`src/rtl/dma4_pkg.sv`:
```
package dma4_pkg;
    localparam int NUM_CH  = 4;
    localparam int CH_W    = $clog2(NUM_CH);
    localparam int BYTE_W  = 8;
    localparam int REG_W   = 2 * BYTE_W;
    localparam int MODE_W  = BYTE_W - CH_W;
    localparam int OFF_W   = 4;

    localparam logic [OFF_W-1:0] OFF_STATUS  = 4'h8;
    localparam logic [OFF_W-1:0] OFF_REQ     = 4'h9;
    localparam logic [OFF_W-1:0] OFF_MASK1   = 4'hA;
    localparam logic [OFF_W-1:0] OFF_MODE    = 4'hB;
    localparam logic [OFF_W-1:0] OFF_PTRCLR  = 4'hC;
    localparam logic [OFF_W-1:0] OFF_MCLR    = 4'hD;
    localparam logic [OFF_W-1:0] OFF_MASKCLR = 4'hE;
    localparam logic [OFF_W-1:0] OFF_MASKALL = 4'hF;

    typedef struct packed {
        logic [REG_W-1:0]  base_addr;
        logic [REG_W-1:0]  cur_addr;
        logic [REG_W-1:0]  base_cnt;
        logic [REG_W-1:0]  cur_cnt;
        logic [MODE_W-1:0] mode;
    } chan_regs_t;

    typedef struct packed {
        logic              ptr;
        logic [NUM_CH-1:0] mask;
        logic [NUM_CH-1:0] sw_req;
        logic [NUM_CH-1:0] tc;
        logic [BYTE_W-1:0] cmd;
        logic [BYTE_W-1:0] temp;
    } ctrl_regs_t;
endpackage

```
`src/rtl/dma4_decode.sv`:
```
module dma4_decode
    import dma4_pkg::*;
(
    input  logic [OFF_W-1:0] off,
    input  logic             rd,
    input  logic             wr,
    output logic             chan_acc,
    output logic             chan_wr,
    output logic             is_count,
    output logic [CH_W-1:0]  chan,
    output logic             wr_cmd,
    output logic             wr_req,
    output logic             wr_mask1,
    output logic             wr_mode,
    output logic             wr_ptrclr,
    output logic             wr_mclr,
    output logic             wr_maskclr,
    output logic             wr_maskall,
    output logic             rd_status
);
    localparam logic [OFF_W-1:0] CHAN_LIMIT = OFF_W'(2 * NUM_CH);

    logic in_chan_range;

    always_comb begin
        in_chan_range = (off < CHAN_LIMIT);
        chan_acc      = in_chan_range && (rd || wr);
        chan_wr       = in_chan_range && wr;
        is_count      = off[0];
        chan          = off[CH_W:1];
        wr_cmd        = wr && (off == OFF_STATUS);
        wr_req        = wr && (off == OFF_REQ);
        wr_mask1      = wr && (off == OFF_MASK1);
        wr_mode       = wr && (off == OFF_MODE);
        wr_ptrclr     = wr && (off == OFF_PTRCLR);
        wr_mclr       = wr && (off == OFF_MCLR);
        wr_maskclr    = wr && (off == OFF_MASKCLR);
        wr_maskall    = wr && (off == OFF_MASKALL);
        rd_status     = rd && (off == OFF_STATUS);
    end
endmodule

```
`src/rtl/dma4_chan.sv`:
```
module dma4_chan
    import dma4_pkg::*;
(
    input  logic              clk,
    input  logic              rst_n,
    input  logic              wr_en,
    input  logic              is_count,
    input  logic              hi,
    input  logic [BYTE_W-1:0] wdata,
    input  logic              mode_wr,
    input  logic [MODE_W-1:0] mode_bits,
    input  logic              upd_valid,
    input  logic [REG_W-1:0]  upd_addr,
    input  logic [REG_W-1:0]  upd_count,
    output logic [REG_W-1:0]  base_addr,
    output logic [REG_W-1:0]  cur_addr,
    output logic [REG_W-1:0]  base_cnt,
    output logic [REG_W-1:0]  cur_cnt,
    output logic [MODE_W-1:0] mode
);
    chan_regs_t regs_d, regs_q;

    always_comb begin
        regs_d = regs_q;
        // engine progress first, so a processor write in the same cycle wins
        if (upd_valid) begin
            regs_d.cur_addr = upd_addr;
            regs_d.cur_cnt  = upd_count;
        end
        if (wr_en) begin
            if (!is_count) begin
                if (hi) begin
                    regs_d.base_addr[REG_W-1:BYTE_W] = wdata;
                    regs_d.cur_addr[REG_W-1:BYTE_W]  = wdata;
                end else begin
                    regs_d.base_addr[BYTE_W-1:0] = wdata;
                    regs_d.cur_addr[BYTE_W-1:0]  = wdata;
                end
            end else begin
                if (hi) begin
                    regs_d.base_cnt[REG_W-1:BYTE_W] = wdata;
                    regs_d.cur_cnt[REG_W-1:BYTE_W]  = wdata;
                end else begin
                    regs_d.base_cnt[BYTE_W-1:0] = wdata;
                    regs_d.cur_cnt[BYTE_W-1:0]  = wdata;
                end
            end
        end
        if (mode_wr) begin
            regs_d.mode = mode_bits;
        end
    end

    always_ff @(posedge clk or negedge rst_n) begin
        if (!rst_n) begin
            regs_q <= '0;
        end else begin
            regs_q <= regs_d;
        end
    end

    assign base_addr = regs_q.base_addr;
    assign cur_addr  = regs_q.cur_addr;
    assign base_cnt  = regs_q.base_cnt;
    assign cur_cnt   = regs_q.cur_cnt;
    assign mode      = regs_q.mode;
endmodule

```
`src/rtl/dma4_ctrl.sv`:
```
module dma4_ctrl
    import dma4_pkg::*;
(
    input  logic              clk,
    input  logic              rst_n,
    input  logic              chan_acc,
    input  logic              wr_cmd,
    input  logic              wr_req,
    input  logic              wr_mask1,
    input  logic              wr_ptrclr,
    input  logic              wr_mclr,
    input  logic              wr_maskclr,
    input  logic              wr_maskall,
    input  logic              rd_status,
    input  logic [BYTE_W-1:0] wdata,
    input  logic [NUM_CH-1:0] eng_tc,
    input  logic              tmp_valid,
    input  logic [BYTE_W-1:0] tmp_data,
    output logic              ptr,
    output logic [NUM_CH-1:0] mask,
    output logic [NUM_CH-1:0] sw_req,
    output logic [NUM_CH-1:0] tc,
    output logic [BYTE_W-1:0] cmd,
    output logic [BYTE_W-1:0] temp
);
    localparam ctrl_regs_t CLEAR_VAL = '{
        ptr:    1'b0,
        mask:   {NUM_CH{1'b1}},
        sw_req: '0,
        tc:     '0,
        cmd:    '0,
        temp:   '0
    };

    ctrl_regs_t ctrl_d, ctrl_q;
    logic [CH_W-1:0] sel_ch;
    logic            sel_set;

    always_comb begin
        sel_ch  = wdata[CH_W-1:0];
        sel_set = wdata[CH_W];
        ctrl_d  = ctrl_q;

        if (chan_acc)  ctrl_d.ptr = ~ctrl_q.ptr;
        if (wr_ptrclr) ctrl_d.ptr = 1'b0;

        if (wr_cmd) ctrl_d.cmd = wdata;
        if (wr_req) ctrl_d.sw_req[sel_ch] = sel_set;

        if (wr_mask1)   ctrl_d.mask[sel_ch] = sel_set;
        if (wr_maskclr) ctrl_d.mask = '0;
        if (wr_maskall) ctrl_d.mask = wdata[NUM_CH-1:0];

        if (rd_status) ctrl_d.tc = '0;
        // terminal count beats a clear in the same cycle
        ctrl_d.tc   = ctrl_d.tc | eng_tc;
        ctrl_d.mask = ctrl_d.mask | eng_tc;

        if (tmp_valid) ctrl_d.temp = tmp_data;

        if (wr_mclr) ctrl_d = CLEAR_VAL;
    end

    always_ff @(posedge clk or negedge rst_n) begin
        if (!rst_n) begin
            ctrl_q <= CLEAR_VAL;
        end else begin
            ctrl_q <= ctrl_d;
        end
    end

    assign ptr    = ctrl_q.ptr;
    assign mask   = ctrl_q.mask;
    assign sw_req = ctrl_q.sw_req;
    assign tc     = ctrl_q.tc;
    assign cmd    = ctrl_q.cmd;
    assign temp   = ctrl_q.temp;
endmodule

```
`src/rtl/dma4_regport.sv`:
```
module dma4_regport
    import dma4_pkg::*;
(
    input  logic                      clk,
    input  logic                      rst_n,
    input  logic [OFF_W-1:0]          io_off,
    input  logic                      io_rd,
    input  logic                      io_wr,
    input  logic [BYTE_W-1:0]         io_wdata,
    output logic [BYTE_W-1:0]         io_rdata,
    input  logic [NUM_CH-1:0]         hw_req,
    input  logic [NUM_CH-1:0]         eng_tc,
    input  logic                      eng_upd_valid,
    input  logic [CH_W-1:0]           eng_upd_chan,
    input  logic [REG_W-1:0]          eng_upd_addr,
    input  logic [REG_W-1:0]          eng_upd_count,
    input  logic                      eng_tmp_valid,
    input  logic [BYTE_W-1:0]         eng_tmp_data,
    output logic [NUM_CH*REG_W-1:0]   base_addr_o,
    output logic [NUM_CH*REG_W-1:0]   cur_addr_o,
    output logic [NUM_CH*REG_W-1:0]   base_cnt_o,
    output logic [NUM_CH*REG_W-1:0]   cur_cnt_o,
    output logic [NUM_CH*MODE_W-1:0]  mode_o,
    output logic [BYTE_W-1:0]         cmd_o,
    output logic [NUM_CH-1:0]         mask_o,
    output logic [NUM_CH-1:0]         sw_req_o
);
    logic            chan_acc, chan_wr, is_count;
    logic [CH_W-1:0] chan;
    logic            wr_cmd, wr_req, wr_mask1, wr_mode, wr_ptrclr;
    logic            wr_mclr, wr_maskclr, wr_maskall, rd_status;

    logic              byte_hi;
    logic [NUM_CH-1:0] tc_flags;
    logic [BYTE_W-1:0] temp_byte;

    logic [REG_W-1:0] cur_addr_a [NUM_CH];
    logic [REG_W-1:0] cur_cnt_a  [NUM_CH];

    dma4_decode u_dec (
        .off        (io_off),
        .rd         (io_rd),
        .wr         (io_wr),
        .chan_acc   (chan_acc),
        .chan_wr    (chan_wr),
        .is_count   (is_count),
        .chan       (chan),
        .wr_cmd     (wr_cmd),
        .wr_req     (wr_req),
        .wr_mask1   (wr_mask1),
        .wr_mode    (wr_mode),
        .wr_ptrclr  (wr_ptrclr),
        .wr_mclr    (wr_mclr),
        .wr_maskclr (wr_maskclr),
        .wr_maskall (wr_maskall),
        .rd_status  (rd_status)
    );

    dma4_ctrl u_ctrl (
        .clk        (clk),
        .rst_n      (rst_n),
        .chan_acc   (chan_acc),
        .wr_cmd     (wr_cmd),
        .wr_req     (wr_req),
        .wr_mask1   (wr_mask1),
        .wr_ptrclr  (wr_ptrclr),
        .wr_mclr    (wr_mclr),
        .wr_maskclr (wr_maskclr),
        .wr_maskall (wr_maskall),
        .rd_status  (rd_status),
        .wdata      (io_wdata),
        .eng_tc     (eng_tc),
        .tmp_valid  (eng_tmp_valid),
        .tmp_data   (eng_tmp_data),
        .ptr        (byte_hi),
        .mask       (mask_o),
        .sw_req     (sw_req_o),
        .tc         (tc_flags),
        .cmd        (cmd_o),
        .temp       (temp_byte)
    );

    for (genvar g = 0; g < NUM_CH; g++) begin : g_chan
        logic [REG_W-1:0]  base_addr_w, base_cnt_w;
        logic [MODE_W-1:0] mode_w;

        dma4_chan u_chan (
            .clk       (clk),
            .rst_n     (rst_n),
            .wr_en     (chan_wr && (chan == CH_W'(g))),
            .is_count  (is_count),
            .hi        (byte_hi),
            .wdata     (io_wdata),
            .mode_wr   (wr_mode && (io_wdata[CH_W-1:0] == CH_W'(g))),
            .mode_bits (io_wdata[BYTE_W-1:CH_W]),
            .upd_valid (eng_upd_valid && (eng_upd_chan == CH_W'(g))),
            .upd_addr  (eng_upd_addr),
            .upd_count (eng_upd_count),
            .base_addr (base_addr_w),
            .cur_addr  (cur_addr_a[g]),
            .base_cnt  (base_cnt_w),
            .cur_cnt   (cur_cnt_a[g]),
            .mode      (mode_w)
        );

        assign base_addr_o[g*REG_W +: REG_W] = base_addr_w;
        assign cur_addr_o[g*REG_W +: REG_W]  = cur_addr_a[g];
        assign base_cnt_o[g*REG_W +: REG_W]  = base_cnt_w;
        assign cur_cnt_o[g*REG_W +: REG_W]   = cur_cnt_a[g];
        assign mode_o[g*MODE_W +: MODE_W]    = mode_w;
    end

    logic [REG_W-1:0]  rd_word;
    logic [BYTE_W-1:0] rd_mux;

    always_comb begin
        rd_word = is_count ? cur_cnt_a[chan] : cur_addr_a[chan];
        rd_mux  = '0;
        if (io_off < OFF_W'(2 * NUM_CH)) begin
            rd_mux = byte_hi ? rd_word[REG_W-1:BYTE_W] : rd_word[BYTE_W-1:0];
        end else begin
            case (io_off)
                OFF_STATUS:  rd_mux = {sw_req_o | hw_req, tc_flags};
                OFF_MCLR:    rd_mux = temp_byte;
                OFF_MASKALL: rd_mux = {{(BYTE_W-NUM_CH){1'b0}}, mask_o};
                default:     rd_mux = '0;
            endcase
        end
        io_rdata = io_rd ? rd_mux : '0;
    end
endmodule


```
`config.mk`:
```
export PLATFORM = sky130hd
export DESIGN_NAME = dma4_regport
export DESIGN_NICKNAME = d
export VERILOG_FILES = /design/src/rtl/dma4_pkg.sv /design/src/rtl/dma4_decode.sv /design/src/rtl/dma4_chan.sv /design/src/rtl/dma4_ctrl.sv /design/src/rtl/dma4_regport.sv
export SDC_FILE = /design/constraint.sdc
export NUM_CORES = 1
export LEC_CHECK = 0
export ABC_AREA = 0
export BUFFER_PORTS_ARGS = -buffer_cell sky130_fd_sc_hd__buf_2
export CAP_MARGIN = 10
export CORE_ASPECT_RATIO = 1.4
export CORE_MARGIN = 2
export CORE_UTILIZATION = 49
export DETAILED_ROUTE_END_ITERATION = 12
export PLACE_DENSITY = 0.85
export REMOVE_ABC_BUFFERS = 1
export SLEW_MARGIN = 20
export SYNTH_ARGS = -nofsm -noshare
export SYNTH_HDL_FRONTEND = slang
export SYNTH_HIERARCHICAL = 1
export SYNTH_SLANG_ARGS = --single-unit
```
`constraint.sdc`:
```
create_clock -name clk -period 1.99 [get_ports clk]
set_clock_uncertainty 0.2 [all_clocks]
set_input_delay 0.2985 -clock clk [delete_from_list [all_inputs] [get_ports clk]]
set_output_delay 0.2985 -clock clk [all_outputs]
set_load 0.05 [all_outputs]
```
# --- Word level (Yosys, flattened, before mapping) ---
# Index checks and enable logic that the tools add are counted.
word_totals:
  regBits: 309
  inputBits: 68
  out_inout_bits: 304
classes:
  order_cmp: 4
  eq_ne: 17
  n_mux: 69
  bitwise: 6
  n_reduce_logical: 48
op_table:
  columns: ["op", "n"]
  rows:
  - ["$mux W16", 17]
  - ["$mux W8", 29]
  - ["$mux W48", 4]
  - ["$mux W32", 4]
  - ["$bmux W16 S2", 2]
  - ["$reduce_and A3 Y1", 16]
  - ["$eq A4 B4 Y1 const B", 8]
  - ["$mux W29", 1]
  - ["$logic_and A1 B1 Y1", 24]
  - ["$pmux W8 S3", 1]
  - ["$mux W4", 5]
  - ["$eq A2 B2 Y1 const B", 6]
  - ["$or A4 B4 Y4", 3]
  - ["$bwmux W4", 2]
  - ["$eq A2 B1 Y1 const B", 3]
  - ["$logic_not A2 Y1", 3]
  - ["$reduce_bool A2 Y1", 3]
  - ["$lt A4 B4 Y1 const B", 1]
  - ["$ge A3 B3 Y1 const B", 1]
  - ["$lt A2 B3 Y1 const B", 1]
  - ["$mux W1", 3]
  - ["$not A2 Y3", 1]
  - ["$reduce_bool A3 Y1", 1]
  - ["$demux W1 S2", 1]
  - ["other kinds (3)", 4]

# --- Logic depth before layout (Yosys ltp) ---
# Gate-level depths: netlist (run 1).
depth:
  ltp_word: 10
  depth_mapped: 10

# --- Modules after synthesis ---
# The synthesis (run 1) kept the hierarchy.
modules_own_cells:
  columns: ["module", "n_inst", "cells_per_inst", "area_each_um2", "seq_area_each_um2"]
  rows:
  - ["dma4_chan", 4, 205, 3035.4, 1751.7]
  - ["dma4_regport", 1, 162, 1432.6, 0.0]
  - ["dma4_ctrl", 1, 110, 1273.7, 730.7]
  - ["dma4_decode", 1, 21, 131.4, 0.0]

# --- Worst setup path after synthesis (run 1) ---
# Ideal clock, no wire load.
synth_path:
  path_kind: "input -> output"
  from: "in io_off[2]"
  to: "out io_rdata[3]"
  t_arrival_ns: 2.961
  path_slack_ns: -1.469
  stages: 6
  n_path_buf: 3
  cell_sequence: "buf_4 -> buf_2 -> buf_4 -> nor3b_1 -> a221oi_1 -> nor4b_1"
synth_via:
  elab_chain_cells: 8
  elab_cells_between_ends: 16
  cone_classes: "order compare: 1; eq/ne: 3; mux: 11; bitwise: 1"
synth_lines:
  columns: ["item", "line_no", "text"]
  rows:
  - ["start: declaration", "dma4_regport.sv:6", "input logic [OFF_W-1:0] io_off,"]
  - ["$not A2 Y3 (implied by the code)", "dma4_regport.sv:117", "rd_word = is_count ? cur_cnt_a[chan] : cur_addr_a[chan];"]
  - ["$bmux W16 S2", "dma4_regport.sv:117", null]
  - ["$mux W16 (implied by the code) (2 in a row)", "dma4_regport.sv:117", null]
  - ["$mux W16", "dma4_regport.sv:117", null]
  - ["$mux W8", "dma4_regport.sv:120", "rd_mux = byte_hi ? rd_word[REG_W-1:BYTE_W] : rd_word[BYTE_W-1:0];"]
  - ["$mux W8 *", "dma4_regport.sv:119", "if (io_off < OFF_W'(2 * NUM_CH)) begin"]
  - ["$mux W8 *", "dma4_regport.sv:129", "io_rdata = io_rd ? rd_mux : '0;"]
  - ["end: declaration", "dma4_regport.sv:10", "output logic [BYTE_W-1:0] io_rdata,"]
# Every way passes the cells marked *; elsewhere a longest branch is shown, timed or not. The select of a mux whose other input is x is not followed.

# --- Final worst setup path (run 1) ---
layout_path:
  from: "reg g_chan[2].u_chan.regs_q[53]"
  to: "out io_rdata[7]"
layout_via:
  elab_chain_cells: 7
layout_lines:
  columns: ["item", "line_no", "text"]
  rows:
  - ["start: declaration", "dma4_chan.sv:21", "chan_regs_t regs_d, regs_q;"]
  - ["start signal: assignment", "dma4_chan.sv:58", "regs_q <= regs_d;"]
  - ["$bmux W16 S2", "dma4_regport.sv:117", null]
  - ["$mux W16 (implied by the code) (2 in a row)", "dma4_regport.sv:117", null]
  - ["$mux W16", "dma4_regport.sv:117", null]
  - ["$mux W8", "dma4_regport.sv:120", null]
  - ["$mux W8", "dma4_regport.sv:119", null]
  - ["$mux W8", "dma4_regport.sv:129", null]
# Every way passes these cells. The select of a mux whose other input is x is not followed.

==> metrics.txt, run 1 <==
# TYPE chip_impl_metric gauge
chip_impl_metric{name="die_w",unit="um"} 152
chip_impl_metric{name="critPathRequiredTime",unit="ps"} 1490
chip_impl_metric{name="finish.net_count",unit=""} 1761
chip_impl_metric{name="fmax_achieved",unit="MHz"} 367
chip_impl_metric{name="netlist-cell-type-count",unit=""} 49
chip_impl_metric{name="overall_power",unit="mW"} 31.2
chip_impl_metric{name="area_growth",unit="%"} 37.4
chip_impl_metric{name="max_fo_critical_path",unit=""} 2
chip_impl_metric{name="clockPowerShare",unit=""} 0.208
chip_impl_metric{name="die_area",unit="um2"} 32000
chip_impl_info{name="rsz0062_at_grt",value="yes"} 1
chip_impl_metric{name="cellInternalPower",unit="mW"} 16.6
chip_impl_metric{name="groute.usage.overall",unit=""} 0.334
chip_impl_metric{name="gpl.final_weighted_congestion",unit=""} 0.987
chip_impl_metric{name="overflow",unit=""} 0
chip_impl_metric{name="post-route-period-util",unit=""} 1.37
chip_impl_metric{name="total_switching_power",unit="mW"} 14.6
chip_impl_metric{name="cp.arrival",unit="ps"} 2230
chip_impl_metric{name="timing.final.ws_setup",unit="ps"} -735
chip_impl_metric{name="detail_route.drc_violations",unit=""} 0
chip_impl_info{name="cts_root_buf",value="clkbuf_16"} 1
chip_impl_info{name="critPathSlowestCell",value="mux4_2"} 1
chip_impl_metric{name="layout.area.seq",unit="um2"} 7740
chip_impl_info{name="hold_path.class",value="primary input to flip-flop"} 1
chip_impl_metric{name="fillCellCount",unit=""} 2029
chip_impl_metric{name="synth_cells",unit=""} 1113
chip_impl_metric{name="layout-drive-gt1-share",unit=""} 0.595
chip_impl_metric{name="detail-route-antenna-nets",unit=""} 0
chip_impl_metric{name="postPlaceCellArea",unit="um2"} 18600
chip_impl_metric{name="power_density",unit="nW/um2"} 1520
chip_impl_metric{name="initial_utilization",unit=""} 0.499
chip_impl_metric{name="cts_inserted_buffers",unit=""} 34
chip_impl_metric{name="detail_route.vias_per_cell",unit=""} 5.93
chip_impl_metric{name="numPortBuffers",unit=""} 371
chip_impl_metric{name="final-setup-viol-count",unit=""} 9
chip_impl_metric{name="post_layout_nonfiller_instances",unit=""} 2104
chip_impl_metric{name="route.detailed.wl_per_inst",unit="um"} 25.7
chip_impl_metric{name="yosysSeqAreaShare",unit=""} 0.517
chip_impl_metric{name="warning_count_from_the_yosys_run",unit=""} 6
chip_impl_metric{name="routed_wl",unit="mm"} 54.0
chip_impl_metric{name="post_synthesis_sequential_element_count",unit=""} 309
chip_impl_info{name="timing.setup.critical_path_class",value="flip-flop to primary output"} 1
chip_impl_metric{name="combinationalPowerShare",unit=""} 0.482
chip_impl_metric{name="drv_slew",unit=""} 0
chip_impl_metric{name="drv.max_cap_violation_count",unit=""} 0
chip_impl_metric{name="finalHoldWorstSlack",unit="ps"} 15.5
chip_impl_metric{name="largest_net_degree_at_the_start_of_global_routing",unit=""} 69
chip_impl_metric{name="core_area",unit="um2"} 30000
chip_impl_metric{name="io_pins",unit=""} 372
chip_impl_metric{name="syn_area_per_cell",unit="um2"} 13.5
chip_impl_metric{name="finalWorstPathRequiredPeriod",unit="ps"} 2720
chip_impl_metric{name="cts.htree.levels",unit=""} 2
chip_impl_info{name="result_of_the_run",value="finished with violations"} 1
chip_impl_metric{name="postSynth.asyncResetShare",unit=""} 1.00
chip_impl_metric{name="first_pass_drt_iterations",unit=""} 5
chip_impl_metric{name="finish.instance_area",unit="um2"} 20600
chip_impl_metric{name="grt_first_pass_wirelength",unit="mm"} 79.6
chip_impl_metric{name="switching_share",unit=""} 0.468
chip_impl_metric{name="power.leakage",unit="nW"} 10.0
chip_impl_info{name="failing_checks",value="negative setup slack"} 1
chip_impl_metric{name="detail_route.iter0.violations",unit=""} 932
chip_impl_metric{name="clock_tree.buffer_depth",unit=""} 3
chip_impl_metric{name="post_syn_area",unit="um2"} 15000
chip_impl_info{name="path_cells",value="mux4_2 -> mux2_4 -> o211ai_1 -> a21oi_1 -> buf_4"} 1
chip_impl_metric{name="clk_pin_slew",unit="ps"} 60
chip_impl_metric{name="grt_pass1_vias",unit=""} 13100
chip_impl_metric{name="ir_drop",unit="V"} 0.00110
chip_impl_info{name="tritoncts",value="done"} 1
chip_impl_info{name="synth_flop_cell",value="dfrtp_1"} 1
chip_impl_metric{name="dp_slack",unit="ps"} -652
chip_impl_metric{name="std_cell_rows",unit=""} 75
chip_impl_metric{name="largest_stage_delay_worst_path",unit="ps"} 500
chip_impl_metric{name="report.final.hold_viol_count",unit=""} 0
chip_impl_metric{name="clkLatencyLatePin",unit="ps"} 520
chip_impl_info{name="worstSetupEndpointType",value="primary output"} 1
chip_impl_metric{name="number_of_flops_mapped_to_enable_cells_by_yosys",unit=""} 0
chip_impl_info{name="worst_setup_path_start_kind",value="flip-flop"} 1
chip_impl_metric{name="tns",unit="ps"} -4710
chip_impl_metric{name="max_slew.worst_pin.slew",unit="ps"} 833
chip_impl_metric{name="cts.sink_count",unit=""} 309
chip_impl_metric{name="die_y",unit="um"} 211
chip_impl_metric{name="via_count_of_the_routed_design",unit=""} 12500
chip_impl_metric{name="sequentialPowerShare",unit=""} 0.311
chip_impl_metric{name="multi_input_gate_area",unit="um2"} 6700
chip_impl_metric{name="antenna_found_initial",unit=""} 1
chip_impl_metric{name="hpwlAfterDp",unit="mm"} 36.9
chip_impl_metric{name="final_util",unit=""} 0.685
chip_impl_metric{name="numPlacedInstances",unit=""} 1977
chip_impl_metric{name="relSlewSlack",unit=""} 0.445
-- registers in the layout, indices dropped and copies added, names as in the netlist --
| name | cells |
|---|---|
| u_ctrl/mask | 4 |
| g_chan.u_chan/mode | 24 |
| u_ctrl/tc | 4 |
| u_ctrl/ptr | 1 |
| g_chan.u_chan/base_addr | 64 |
| u_ctrl/cmd | 8 |
| g_chan.u_chan/cur_cnt | 64 |
| u_ctrl/temp | 8 |
| u_ctrl/sw_req | 4 |
| g_chan.u_chan/cur_addr | 64 |
| g_chan.u_chan/base_cnt | 64 |
-- critical path: cells and delay by family, from the launching register on --
family | cells | cell delay (ps)
flip-flops | 1 | 440
multiplexers | 2 | 800
AO/OA/AOI/OAI | 2 | 270
buffers and inverters | 1 | 200
-- routing by layer --
layer,GRT usage,wire (um)
met1,0.404,19500
met2,0.533,26200
met3,0.0840,4630
met4,0.206,3710
met5,0,0
-- power groups by stage --
stage,clock [mW],sequential (mW),combinational [mW]
floorplan,0,16.5,2.79
global placement,0,9.60,14.2
detailed placement,0,9.69,14.4
CTS,6.59,9.61,14.9
global route,6.83,9.84,15.6
finish,6.49,9.71,15.1
-- layout make-up --
type,instances,share of cell area
clock inverters,12,0.00584
inverters,39,0.00711
well taps,385,0.0234
multi-input cells,685,0.325
flip-flops and latches,309,0.376
clock buffers,49,0.0506
repair buffers,624,0.212
diodes,1,0.000122
-- cell usage in the layout, fill, tap and decap left out, types with 8 or more instances in the layout --
cell           synthesis  final
buf_12                 0     34
nand4_1               32     32
mux4_2                12     15
nand2_1               11     11
buf_4                 12    180
dlygate4sd3_1          0     42
nor2_1                43     40
buf_6                 20      8
mux2_2               317    315
buf_2                 25    358
o21ai_0               74     71
mux2i_1               86     83
dfrtp_1              305    304
nand3b_4               9      9
clkbuf_16              0     37
a21oi_1               10      8
inv_1                 39     39
-- final timing paths --
check                                                            from                                          to  cells past startpoint  slack [ps]
min in group asynchronous                                       rst_n   g_chan[1].u_chan/base_cnt[12]$_DFFE_PN0P_                      2          50
max                           g_chan[2].u_chan/cur_addr[15]$_DFF_PN0_                                 io_rdata[7]                      5        -730
min                                                     eng_tmp_valid                  u_ctrl/temp[7]$_DFFE_PN0P_                      3          20
max reg2reg                                    u_ctrl/ptr$_DFFE_PN0P_   g_chan[2].u_chan/base_addr[0]$_DFFE_PN0P_                      4          60
min reg2reg                g_chan[0].u_chan/base_addr[10]$_DFFE_PN0P_  g_chan[0].u_chan/base_addr[10]$_DFFE_PN0P_                      1         300
max in group asynchronous                                       rst_n        g_chan[2].u_chan/mode[2]$_DFFE_PN0P_                      3         820
-- synth_stat cells (all sizes together), types with 11 or more instances --
cell,count,area (um2)
buf,63,508
nor2,43,161
clkbuf,17,63.8
dfrtp,305,7630
mux2,317,3570
nand4,32,200
o21ai,74,370
mux4,16,375
mux2i,86,861
nand2,11,41.3
nand3b,15,229
inv,39,146
-- cell families after synthesis --
group / Yosys count / synth area share
buffers and inverters: 119 / 0.0479
multiplexers: 419 / 0.321
XOR/XNOR: 1 / 0.000585
AND/OR/NAND/NOR: 141 / 0.0644
flip-flops: 309 / 0.517
AO/OA/AOI/OAI: 124 / 0.0497
-- repair_timing --
item / 4_1_cts / 5_1_grt
buffers inserted: 17 / 8
setup endpoints to repair: 10 / 18
gates resized for setup: 36 / 15
hold endpoints to repair: 418 / 0
hold buffers: 42 / 0
pin swaps: 9 / 4
(Power assumes the default switching activity.)
==> run 2: changes to the inputs <==
--- a/config.mk
+++ b/config.mk
@@ -10,5 +10,4 @@
 export CAP_MARGIN = 10
 export CORE_ASPECT_RATIO = 1.4
-export CORE_MARGIN = 2
 export CORE_UTILIZATION = 49
 export DETAILED_ROUTE_END_ITERATION = 12
--- a/constraint.sdc
+++ b/constraint.sdc
@@ -3,3 +3,3 @@
 set_input_delay 0.2985 -clock clk [delete_from_list [all_inputs] [get_ports clk]]
 set_output_delay 0.2985 -clock clk [all_outputs]
-set_load 0.05 [all_outputs]
+set_load 0.01 [all_outputs]
==> run 2 against run 1 <==
Effect of this change:
- the run still ends with negative setup slack left
- final area shrank 2.0%
- clock power grew 7.1%
- maximum frequency grew 3.2%
- largest cell class unchanged
- highest routed layer unchanged
==> metrics.txt, run 2 (synthesized netlist as in run 1, its figures left out) <==
# TYPE chip_impl_metric gauge
chip_impl_metric{name="detail_route.iter0.violations",unit=""} 863
chip_impl_metric{name="cp.arrival",unit="ps"} 2140
chip_impl_metric{name="die_y",unit="um"} 209
chip_impl_info{name="failing_checks",value="negative setup slack"} 1
chip_impl_metric{name="ir_drop",unit="V"} 0.000783
chip_impl_info{name="result_of_the_run",value="finished with violations"} 1
chip_impl_metric{name="clock_tree.buffer_depth",unit=""} 3
chip_impl_info{name="final_common_cell",value="buf_2"} 1
chip_impl_metric{name="die_w",unit="um"} 150
chip_impl_metric{name="finalWorstPathRequiredPeriod",unit="ps"} 2640
chip_impl_metric{name="grtUsageMet3",unit=""} 0.0749
chip_impl_metric{name="power.leakage",unit="nW"} 9.81
chip_impl_metric{name="clkLatencyLatePin",unit="ps"} 530
chip_impl_metric{name="io_pins",unit=""} 372
chip_impl_metric{name="first_pass_drt_iterations",unit=""} 6
chip_impl_metric{name="overflow",unit=""} 0
chip_impl_metric{name="clk_pin_slew",unit="ps"} 70
chip_impl_info{name="layout_common_cells",value="buf_2, mux2_2, dfrtp_1, buf_4, mux2i_1"} 1
chip_impl_metric{name="core_area",unit="um2"} 30000
chip_impl_metric{name="detail-route-antenna-nets",unit=""} 0
chip_impl_metric{name="use_met1",unit=""} 0.389
chip_impl_metric{name="groute.usage.overall",unit=""} 0.330
chip_impl_metric{name="hold_crit_depth",unit=""} 3
chip_impl_metric{name="numPlacedInstances",unit=""} 1937
chip_impl_metric{name="post_layout_nonfiller_instances",unit=""} 2063
chip_impl_info{name="tritoncts",value="done"} 1
chip_impl_metric{name="drv.max_cap_violation_count",unit=""} 0
chip_impl_info{name="rsz0062_at_grt",value="yes"} 1
chip_impl_metric{name="route.detailed.wl_per_inst",unit="um"} 25.0
chip_impl_metric{name="cts.sink_count",unit=""} 309
chip_impl_metric{name="area_growth",unit="%"} 34.7
chip_impl_info{name="timing.setup.critical_path_class",value="flip-flop to primary output"} 1
chip_impl_metric{name="fmax_achieved",unit="MHz"} 379
chip_impl_metric{name="numPortBuffers",unit=""} 371
chip_impl_metric{name="report.final.hold_viol_count",unit=""} 0
chip_impl_info{name="worstSetupEndpointType",value="primary output"} 1
chip_impl_info{name="hold_path.class",value="primary input to flip-flop"} 1
chip_impl_metric{name="grt_first_pass_wirelength",unit="mm"} 76.9
chip_impl_metric{name="cts_inserted_buffers",unit=""} 34
chip_impl_metric{name="post-route-period-util",unit=""} 1.33
chip_impl_metric{name="final_util",unit=""} 0.672
chip_impl_metric{name="routed_wl",unit="mm"} 51.6
chip_impl_metric{name="drv_slew",unit=""} 0
chip_impl_metric{name="detail_route.vias_per_cell",unit=""} 5.90
chip_impl_info{name="gr-max-usage-layer",value="met2"} 1
chip_impl_metric{name="layout-drive-gt1-share",unit=""} 0.584
chip_impl_metric{name="detail_route.drc_violations",unit=""} 0
chip_impl_metric{name="die_area",unit="um2"} 31300
chip_impl_metric{name="initial_utilization",unit=""} 0.499
chip_impl_metric{name="finish.net_count",unit=""} 1719
chip_impl_metric{name="largest_net_degree_at_the_start_of_global_routing",unit=""} 65
chip_impl_metric{name="grt_pass1_vias",unit=""} 12800
chip_impl_info{name="cts_root_buf",value="clkbuf_16"} 1
chip_impl_metric{name="max_slew.worst_pin.slew",unit="ps"} 881
chip_impl_metric{name="cts.htree.levels",unit=""} 2
chip_impl_metric{name="antenna_found_initial",unit=""} 1
chip_impl_metric{name="timing.final.ws_setup",unit="ps"} -649
chip_impl_metric{name="std_cell_rows",unit=""} 75
chip_impl_metric{name="power_density",unit="nW/um2"} 1240
chip_impl_info{name="worst_setup_path_start_kind",value="flip-flop"} 1
chip_impl_metric{name="r2r_cells",unit=""} 3
chip_impl_metric{name="use_met2",unit=""} 0.539
chip_impl_metric{name="max_fo_critical_path",unit=""} 2
chip_impl_metric{name="gpl.final_weighted_congestion",unit=""} 0.956
chip_impl_metric{name="via_count_of_the_routed_design",unit=""} 12200
chip_impl_metric{name="relSlewSlack",unit=""} 0.413
chip_impl_metric{name="overall_power",unit="mW"} 25.0
chip_impl_metric{name="final-setup-viol-count",unit=""} 8
chip_impl_metric{name="hpwlAfterDp",unit="mm"} 34.7
chip_impl_metric{name="critPathRequiredTime",unit="ps"} 1490
## run 2: critical path: stages (launching register included)
cell,delay (ps)
dfrtp_1,400
mux2_4,270
a221o_1,350
a221oi_2,340
nor4b_2,120
buf_6,140
## run 2: area by class of cell
type                       count  area [um2]
clock buffer                  43         958
fill                        2128        9850
multi-input combinational    685        6660
clock inverter                18         265
timing repair buffer         582        3920
tap                          385         482
inverter                      39         146
antenna                        2        5.00
sequential                   309        7740
## run 2: what timing repair did
item | in CTS | in global routing
buffers inserted | 20 | 2
setup endpoints to repair | 8 | 8
pin swaps | 13 | 4
hold endpoints to repair | 429 | 0
hold buffers | 45 | 0
resized for setup | 29 | 3
## run 2: power by group
group	internal [mW]	switching (mW)
clock network	4.23	2.72
registers	8.27	1.36
logic	4.12	4.26
## run 2: through the flow
stage                     hold slack (ps)  TNS [ps]  setup WS, ps  area, um2
after detailed placement             7.88    -87890          -592      18200
final                                12.3     -4080          -649      20200
after CTS                           0.162     -4060          -648      20100
after floorplan                      -197   -185140         -1980      14400
after global routing                 15.8     -4490          -688      20200
after global placement               7.96    -73450          -551      18200
## run 2: worst paths after layout
path                                                             from                                         end  slack (ps)
setup / recovery               g_chan[1].u_chan/cur_addr[9]$_DFF_PN0_                                 io_rdata[1]        -650
hold / removal                                          eng_tmp_valid                  u_ctrl/temp[1]$_DFFE_PN0P_          10
setup reg to reg                               u_ctrl/ptr$_DFFE_PN0P_     g_chan[2].u_chan/cur_addr[14]$_DFF_PN0_          40
hold reg to reg            g_chan[2].u_chan/base_addr[12]$_DFFE_PN0P_  g_chan[2].u_chan/base_addr[12]$_DFFE_PN0P_         300
max in group asynchronous                                       rst_n   g_chan[3].u_chan/base_addr[2]$_DFFE_PN0P_         820
min in group asynchronous                                       rst_n      g_chan[2].u_chan/cur_cnt[12]$_DFF_PN0_          50
## run 2: routing by layer
| layer | routed length [um] | share of wire |
|---|---|---|
| met2 | 25100 | 0.49 |
| met5 | 0 | 0 |
| met1 | 18800 | 0.36 |
| met3 | 4100 | 0.079 |
| met4 | 3620 | 0.070 |
==> run 3: changes to the inputs <==
REMOVE_ABC_BUFFERS = unset   (was 1)
==> run 3 against run 2 <==
Effect of this change:
- the run still ends with negative setup slack left
- die area unchanged
- non-clock buffer count stayed put
- via count down 0.16%
- largest cell class unchanged
==> metrics.txt, run 3 (synthesized netlist as in run 1, its figures left out) <==
# TYPE chip_impl_metric gauge
chip_impl_metric{name="detail_route.iter0.violations",unit=""} 998
chip_impl_metric{name="route.detailed.wl_per_inst",unit="um"} 25.5
chip_impl_metric{name="grt_first_pass_wirelength",unit="mm"} 77.9
chip_impl_metric{name="layout-drive-gt1-share",unit=""} 0.584
chip_impl_metric{name="power_density",unit="nW/um2"} 1200
chip_impl_metric{name="via_count_of_the_routed_design",unit=""} 12200
chip_impl_metric{name="gpl.final_weighted_congestion",unit=""} 0.927
chip_impl_metric{name="detail_route.drc_violations",unit=""} 0
chip_impl_metric{name="detail-route-antenna-nets",unit=""} 0
chip_impl_metric{name="die_w",unit="um"} 150
chip_impl_metric{name="ir_drop",unit="V"} 0.000810
chip_impl_metric{name="max_slew.worst_pin.slew",unit="ps"} 649
chip_impl_metric{name="die_y",unit="um"} 209
chip_impl_info{name="layout_common_cells",value="buf_2, dfrtp_1, mux2_2, buf_4, mux2i_1"} 1
chip_impl_metric{name="power.leakage",unit="nW"} 9.78
chip_impl_metric{name="hpwlAfterDp",unit="mm"} 35.9
chip_impl_metric{name="io_pins",unit=""} 372
chip_impl_metric{name="tns",unit="ps"} -4530
chip_impl_metric{name="clock_tree.buffer_depth",unit=""} 3
chip_impl_metric{name="std_cell_rows",unit=""} 75
chip_impl_metric{name="use_met2",unit=""} 0.546
chip_impl_metric{name="max_fo_critical_path",unit=""} 2
chip_impl_metric{name="fmax_achieved",unit="MHz"} 368
chip_impl_info{name="timing.setup.critical_path_class",value="flip-flop to primary output"} 1
chip_impl_metric{name="use_met1",unit=""} 0.405
chip_impl_metric{name="relSlewSlack",unit=""} 0.567
chip_impl_info{name="failing_checks",value="negative setup slack"} 1
chip_impl_info{name="cts_root_buf",value="clkbuf_16"} 1
chip_impl_metric{name="clkLatencyLatePin",unit="ps"} 580
chip_impl_metric{name="drv.max_cap_violation_count",unit=""} 0
chip_impl_metric{name="groute.usage.overall",unit=""} 0.334
chip_impl_metric{name="finish.net_count",unit=""} 1715
chip_impl_metric{name="die_area",unit="um2"} 31300
chip_impl_metric{name="grtUsageMet3",unit=""} 0.0753
chip_impl_metric{name="overflow",unit=""} 0
chip_impl_metric{name="finalWorstPathRequiredPeriod",unit="ps"} 2720
chip_impl_info{name="hold_path.class",value="primary input to async pin"} 1
chip_impl_metric{name="post-route-period-util",unit=""} 1.37
chip_impl_metric{name="area_growth",unit="%"} 34.7
chip_impl_metric{name="first_pass_drt_iterations",unit=""} 5
chip_impl_metric{name="drv_slew",unit=""} 0
chip_impl_metric{name="cp.arrival",unit="ps"} 2220
chip_impl_metric{name="syn-num-nets",unit=""} 1181
chip_impl_info{name="final_common_cell",value="buf_2"} 1
chip_impl_metric{name="largest_net_degree_at_the_start_of_global_routing",unit=""} 72
chip_impl_info{name="tritoncts",value="done"} 1
chip_impl_metric{name="grt_pass1_vias",unit=""} 12800
chip_impl_metric{name="cts.htree.levels",unit=""} 1
chip_impl_metric{name="clk_pin_slew",unit="ps"} 70
chip_impl_metric{name="initial_utilization",unit=""} 0.499
chip_impl_metric{name="final-setup-viol-count",unit=""} 8
chip_impl_metric{name="fillCellCount",unit=""} 2127
chip_impl_metric{name="antenna_found_initial",unit=""} 2
chip_impl_metric{name="numPortBuffers",unit=""} 371
chip_impl_info{name="rsz0062_at_grt",value="yes"} 1
chip_impl_metric{name="routed_wl",unit="mm"} 52.5
chip_impl_metric{name="critPathRequiredTime",unit="ps"} 1490
chip_impl_metric{name="cts.sink_count",unit=""} 309
chip_impl_info{name="result_of_the_run",value="finished with violations"} 1
chip_impl_metric{name="report.final.hold_viol_count",unit=""} 0
chip_impl_info{name="worst_setup_path_start_kind",value="flip-flop"} 1
chip_impl_metric{name="cts_inserted_buffers",unit=""} 30
chip_impl_metric{name="core_area",unit="um2"} 30000
chip_impl_metric{name="finalHoldWorstSlack",unit="ps"} 26.4
chip_impl_info{name="worstSetupEndpointType",value="primary output"} 1
chip_impl_metric{name="timing.final.ws_setup",unit="ps"} -727
chip_impl_info{name="gr-max-usage-layer",value="met2"} 1
chip_impl_metric{name="detail_route.vias_per_cell",unit=""} 5.91
## run 3: final timing paths
path	from	end	slack, ps	cells after the start
worst max register to register	u_ctrl/ptr$_DFFE_PN0P_	g_chan[1].u_chan/base_addr[1]$_DFFE_PN0P_	80	4
max in group asynchronous	rst_n	g_chan[0].u_chan/mode[2]$_DFFE_PN0P_	760	3
worst min-delay path	rst_n	g_chan[0].u_chan/base_addr[10]$_DFFE_PN0P_	30	2
worst min register to register	g_chan[1].u_chan/base_cnt[6]$_DFFE_PN0P_	g_chan[1].u_chan/base_cnt[6]$_DFFE_PN0P_	300	1
min in group clk	io_wdata[2]	u_ctrl/mask[2]$_DFF_PN1_	40	3
worst max-delay path	g_chan[2].u_chan/cur_addr[15]$_DFF_PN0_	io_rdata[7]	-730	5
## run 3: layout make-up
| class | instances | area (um2) | share of cell area |
|---|---|---|---|
| multi-input combinational | 685 | 6810 | 0.338 |
| tap | 385 | 482 | 0.0239 |
| sequential | 309 | 7740 | 0.384 |
| clock buffer | 45 | 888 | 0.0440 |
| clock inverter | 10 | 153 | 0.00756 |
| inverter | 39 | 146 | 0.00725 |
| antenna | 2 | 5.00 | 0.000248 |
| timing repair buffer | 582 | 3950 | 0.196 |
## run 3: per-layer routing
| layer | share of wire | vias to the layer above |
|---|---|---|
| li1 | - | 5140 |
| met1 | 0.37 | 6113 |
| met2 | 0.48 | 723 |
| met3 | 0.086 | 182 |
| met4 | 0.058 | 0 |
| met5 | 0 | - |
## run 3: per-stage QoR
| step | area [um2] | instances | worst slack [ps] | power (mW) | util |
|---|---|---|---|---|---|
| after floorplan | 15200 | 1113 | -176 | 13.5 | - |
| after CTS | 20100 | 2047 | -695 | 24.0 | 0.668 |
| final | 20200 | 2057 | -727 | 24.2 | 0.672 |
| after global placement | 18300 | 1920 | -585 | 17.2 | 0.608 |
| after global routing | 20200 | 2057 | -771 | 25.2 | 0.672 |
| after detailed placement | 18300 | 1920 | -604 | 17.6 | 0.608 |
## run 3: power breakdown
group	internal (mW)	switching, mW	total, mW
clock network	3.58	2.46	6.05
logic	4.20	4.28	8.48
registers	8.28	1.40	9.68
## run 3: worst max-delay path: stages, from the launching register on
cell      delay (ps)
dfrtp_1          400
mux4_2           490
mux2_4           320
o211ai_1         210
a21oi_2           70
buf_2            150
## run 3: timing repair
action / 4_1_cts / 5_1_grt
endpoints found under the setup margin: 8 / 8
resized for setup: 26 / 16
gates cloned: 0 / 0
buffers inserted: 21 / 9
hold buffers: 53 / 0
endpoints found under the hold margin: 450 / 0
pin swaps: 12 / 9
